$ cat src/rtl/fir_counterflow_array.sv
module fir_counterflow_array #(
  parameter int TAPS = 5,
  parameter int DW = 8,
  parameter int CW = 8,
  localparam int AW = DW + CW + $clog2(TAPS)
) (
  input  logic                 clk,
  input  logic                 rst,
  input  logic                 coef_valid,
  input  logic signed [CW-1:0] coef_in,
  input  logic                 in_valid,
  input  logic signed [DW-1:0] in_data,
  output logic                 out_valid,
  output logic signed [AW-1:0] out_y
);
  localparam int PW = DW + CW;
  localparam int PTRW = $clog2(TAPS);
  localparam logic WPH = 1'((TAPS - 1) % 2);

  logic                 ph;
  logic [PTRW-1:0]      wptr;
  logic signed [CW-1:0] bank [TAPS];
  logic signed [DW-1:0] xr   [TAPS];
  logic                 xv   [TAPS];
  logic signed [CW-1:0] wr   [TAPS];
  logic                 wv   [TAPS];
  logic                 wz   [TAPS];
  logic signed [AW-1:0] acc  [TAPS];
  logic signed [AW-1:0] orr  [TAPS];
  logic                 ov   [TAPS];
  logic signed [PW-1:0] prod [TAPS];
  logic signed [AW-1:0] sum  [TAPS];
  logic                 hit  [TAPS];

  always_comb begin
    for (int p = 0; p < TAPS; p++) begin
      prod[p] = PW'(xr[p]) * PW'(wr[p]);
      sum[p]  = acc[p] + AW'(prod[p]);
      hit[p]  = xv[p] & wv[p];
    end
  end

  always_ff @(posedge clk) begin
    if (rst) begin
      ph   <= 1'b0;
      wptr <= '0;
      for (int p = 0; p < TAPS; p++) begin
        bank[p] <= '0;
        xr[p] <= '0;  xv[p] <= 1'b0;
        wr[p] <= '0;  wv[p] <= 1'b0;  wz[p] <= 1'b0;
        acc[p] <= '0;
        orr[p] <= '0; ov[p] <= 1'b0;
      end
    end else begin
      ph <= ~ph;

      if (coef_valid) begin
        for (int k = 0; k < TAPS - 1; k++) bank[k] <= bank[k+1];
        bank[TAPS-1] <= coef_in;
      end

      xr[TAPS-1] <= (!ph && in_valid) ? in_data : '0;
      xv[TAPS-1] <= ~ph;
      for (int p = 0; p < TAPS - 1; p++) begin
        xr[p] <= xr[p+1];
        xv[p] <= xv[p+1];
      end

      wr[0] <= (ph == WPH) ? bank[wptr] : '0;
      wv[0] <= (ph == WPH);
      wz[0] <= (ph == WPH) && (wptr == '0);
      if (ph == WPH) wptr <= (wptr == '0) ? PTRW'(TAPS - 1) : wptr - PTRW'(1);
      for (int p = 1; p < TAPS; p++) begin
        wr[p] <= wr[p-1];
        wv[p] <= wv[p-1];
        wz[p] <= wz[p-1];
      end

      for (int p = 0; p < TAPS; p++)
        if (hit[p]) acc[p] <= wz[p] ? '0 : sum[p];

      for (int p = 0; p < TAPS - 1; p++) begin
        orr[p] <= (hit[p] && wz[p]) ? sum[p] : orr[p+1];
        ov[p]  <= (hit[p] && wz[p]) | ov[p+1];
      end
      orr[TAPS-1] <= (hit[TAPS-1] && wz[TAPS-1]) ? sum[TAPS-1] : '0;
      ov[TAPS-1]  <= hit[TAPS-1] && wz[TAPS-1];
    end
  end

  assign out_valid = ov[0];
  assign out_y     = orr[0];
endmodule


$ cat config.mk
export PLATFORM = sky130hd
export DESIGN_NAME = fir_counterflow_array
export DESIGN_NICKNAME = d
export VERILOG_FILES = /design/src/rtl/fir_counterflow_array.sv
export SDC_FILE = /design/constraint.sdc
export NUM_CORES = 2
export LEC_CHECK = 0
export BUFFER_PORTS_ARGS = -buffer_cell sky130_fd_sc_hd__buf_2
export CAP_MARGIN = 20
export CORE_MARGIN = 4
export CORE_UTILIZATION = 46
export DETAILED_ROUTE_END_ITERATION = 8
export PLACE_DENSITY_LB_ADDON = 0.3
export SLEW_MARGIN = 0
export SYNTH_ARGS = -nofsm -noshare
export SYNTH_HDL_FRONTEND = slang
export SYNTH_SLANG_ARGS = --single-unit
$ cat constraint.sdc
create_clock -name clk -period 5.6 [get_ports clk]
set_input_delay 0.84 -clock clk [delete_from_list [all_inputs] [get_ports clk]]
set_output_delay 0.84 -clock clk [all_outputs]
set_load 0.05 [all_outputs]
==> reports/qor.yml <==
worst_setup_path:
  cp_data_required_time_ns: 5.89
  rr_endpoint: "acc[0][54]$_SDFFCE_PP0P_"
  timing.rr.start: "wr[0][16]$_SDFF_PP0_"
  rr_worst_depth: 15
  critPathCapture: "acc[0][54]$_SDFFCE_PP0P_"
  rrSetupSlack_ns: 0.28
  crit_top_cell: "fa_1"
  cp.arrival_ns: 5.62
  crit_type: "flop to flop"
  cp-end-kind: "flop"
  startpoint: "wr[0][16]$_SDFF_PP0_"
  crit_slowest_cell: "fa_1"
  cp_max_fo: 9
  cp-start-kind: "flop"
  slowest_delay_ns: 0.57
  crit_chain: "and2_2 > inv_1 > fa_1 > inv_1 > fa_1 > fa_1 > fa_1 > fa_1 > ha_1 > o21a_1 > o31a_1 > o2111ai_2 > a31oi_1 > or3_1 > and3_2"
floorplanning:
  pin_count: 40
  initial_utilization_pct: 46.5
  rows: 90
  core_sq_um: 60500
  die_w_um: 255
  die_h_um: 255
  die_area_sq_um: 65100
power:
  p_leak_uw: 0.0149
  switching_power_uw: 1530
  p_seq_share_pct: 45.0
  swShare_pct: 25.7
  intPower_uw: 4430
  powerDensity_nw_per_um2: 194
  peakVddDrop_v: 0.000198
  pwr-share-clk_pct: 44.5
  p_comb_share_pct: 10.4
grt:
  grt_antenna_before_repair: 3
  grt_max_degree: 84
  grt_usage_pct: 19.8
  grt_pass1_wl_mm: 104
  overflow: 0
  grt_pass1_vias: 20100
synthesis:
  synth_seq_cells: 331
  yosysSeqAreaShare_pct: 28.4
  synth_top_flop_cell: "dfxtp_1"
  synth_edf_count: 135
  mappedNetlistNets: 3372
  post-synth-top-count-cell: "inv_1"
  synthTopCellsByArea: "fa_1 30%, edfxtp_1 14%, dfxtp_1 14%, ha_1 9.8%, inv_1 6.3%"
  async_flop_share_pct: 0
  synth_top_cell_area_share_pct: 29.9
  syn_inst: 2711
  synth_commonest_cells: "475 x inv_1, 420 x fa_1, 251 x and2_1"
  synth_area_sq_um: 28100
  synth_area_per_cell_sq_um: 10.4
  yosysWarnings: 0
  synth.distinct_cells: 62
  yosys.area.top_type: "fa_1"
cts:
  worstSkewPairLatency_ns: 0.56
  cts-hold-fix-buffers: 0
  cts-buffers-inserted: 38
  cts_post_setup_buffers_inserted: 0
  cts_max_level: 2
  path_clk_slew_ns: 0.06
  cts.sink_count: 331
  cts_root_buf: "clkbuf_16"
  cts_tree: "done"
  cts_resized: 0
  clk_path_buf_depth: 3
layout:
  multi_input_area_sq_um: 18100
  final-instance-count-excl-fill: 3567
  areaGrowthSynthToFinish_pct: 9.15
  n_fill_cell: 5400
  final_cell_area_sq_um: 30700
  final_nets: 3417
  diodes: 0
  regArea_sq_um: 7980
  drive_above_1_share_pct: 5.71
routing:
  postRouteAntennaNets: 0
  drc: 0
  drt_iter0_markers: 1078
  first_pass_iters: 5
  vias: 18400
  wl_mm: 61.4
  routed_via_density: 5.15
  wire_per_inst_um: 17.2
timing:
  maxSlewHeadroom_pct: 39.7
  min_period_ns: 5.32
  final_hold_viol_count: 0
  finClkSkew_ns: 0.0239
  finalSetupViolations: 0
  rsz0062_at_grt: "no"
  max_freq_ghz: 0.188
  tightest_slew_ns: 0.905
  post-route-period-util_pct: 95.0
  worst_slack_ns: 0.277
  final.setup.tns_ns: 0
  slew_viol_final: 0
placement:
  dp_hpwl_mm: 49.5
  port_buffers: 39
  placed_cells: 3496
  placed_area_sq_um: 29300
  dp_slack_ns: 0.257
  finalWeightedCongestion: 0.884
job:
  maxCapViolations: 0
min_path:
  hp-class: "flop to flop"
outcome:
  status: "complete, no violations"
[flip-flops by register name, indices dropped and copies added, names as in the netlist, named ones only]
| register | count |
|---|---|
| acc | 95 |
| bank | 40 |
| orr | 95 |
| ov | 5 |
| wptr | 3 |
| wr | 40 |
| wv | 1 |
| wz | 5 |
| xr | 40 |
| xv | 4 |
[critical path: cells and delay by family (launching register included)]
kind	cells	cell delay, ns
AO/OA/AOI/OAI	4	0.76
adder cells (fa/ha/maj)	6	2.78
buffers and inverters	2	0.13
flip-flops	1	0.50
AND/OR/NAND/NOR	3	0.88
[worst min path at each step]
stage | from | end | cells after the start
global placement | ov[4]$_SDFF_PP0_ | ov[3]$_SDFF_PP0_ | 2
global route | orr[3][0]$_SDFF_PP0_ | orr[2][0]$_SDFF_PP0_ | 2
detailed placement | orr[3][2]$_SDFF_PP0_ | orr[2][2]$_SDFF_PP0_ | 2
CTS | orr[3][1]$_SDFF_PP0_ | orr[2][1]$_SDFF_PP0_ | 2
floorplan | orr[2][13]$_SDFF_PP0_ | orr[1][13]$_SDFF_PP0_ | 2
finish | orr[3][1]$_SDFF_PP0_ | orr[2][1]$_SDFF_PP0_ | 2
[cells by family after synthesis]
family                     share of synthesized area (%)
AOI/OAI and AO/OA                                   5.95
xor gates and xnor gates                            2.76
adders and majority gates                           39.7
buffers and inverters                               7.26
DFF                                                 28.4
muxes                                              0.997
and+or+nand+nor                                     14.9
[cell usage in the layout, fill, tap and decap left out, drive strengths merged, types with 7 or more instances in the layout]
cell type and n:
ha 221, o21bai 10, clkinv 9, a211oi 14, o21ai 49, o21a 19, a21oi 95, inv 483
a22o 9, and2 251, a21o 13, fa 420, mux4 8, dfxtp 196, nor2b 78, edfxtp 135
mux2i 10, nor3 14, nand2 224, xnor2 50, xor2 36, and3 24, buf 71, nor2 166
nand2b 23, a31oi 7, clkbuf 54, nand3 17
[cell type report]
type,instances,area share (%)
clock buffer,54,3.95
inverter,478,5.85
timing repair buffer,71,1.56
multi-input combinational,1836,59.0
sequential,331,26.0
tap,782,3.19
clock inverter,15,0.428
[routing by layer]
layer | GRT usage [%] | routed length [um] | vias up
li1 | - | - | 8599
met1 | 26.6 | 26800 | 9248
met2 | 33.6 | 29900 | 413
met3 | 2.89 | 2820 | 112
met4 | 6.31 | 1850 | 2
met5 | 0 | 8 | -
[metrics by stage]
step | total power, uW | hold WS [ns] | utilization [%]
after floorplan | 3150 | 0.401 | -
after global placement | 3330 | 0.438 | 48.4
after detailed placement | 3350 | 0.438 | 48.4
after CTS | 6010 | 0.448 | 50.6
after global routing | 6200 | 0.461 | 50.7
final | 5960 | 0.441 | 50.7
[power groups by stage]
stage                     combinational [uW]  clock (uW)  sequential, uW
after CTS                                621        2700            2680
after detailed placement                 611           0            2740
after global placement                   598           0            2730
after floorplan                          475           0            2680
final                                    622        2650            2680
after global routing                     706        2800            2690
(Power assumes the default switching activity.)
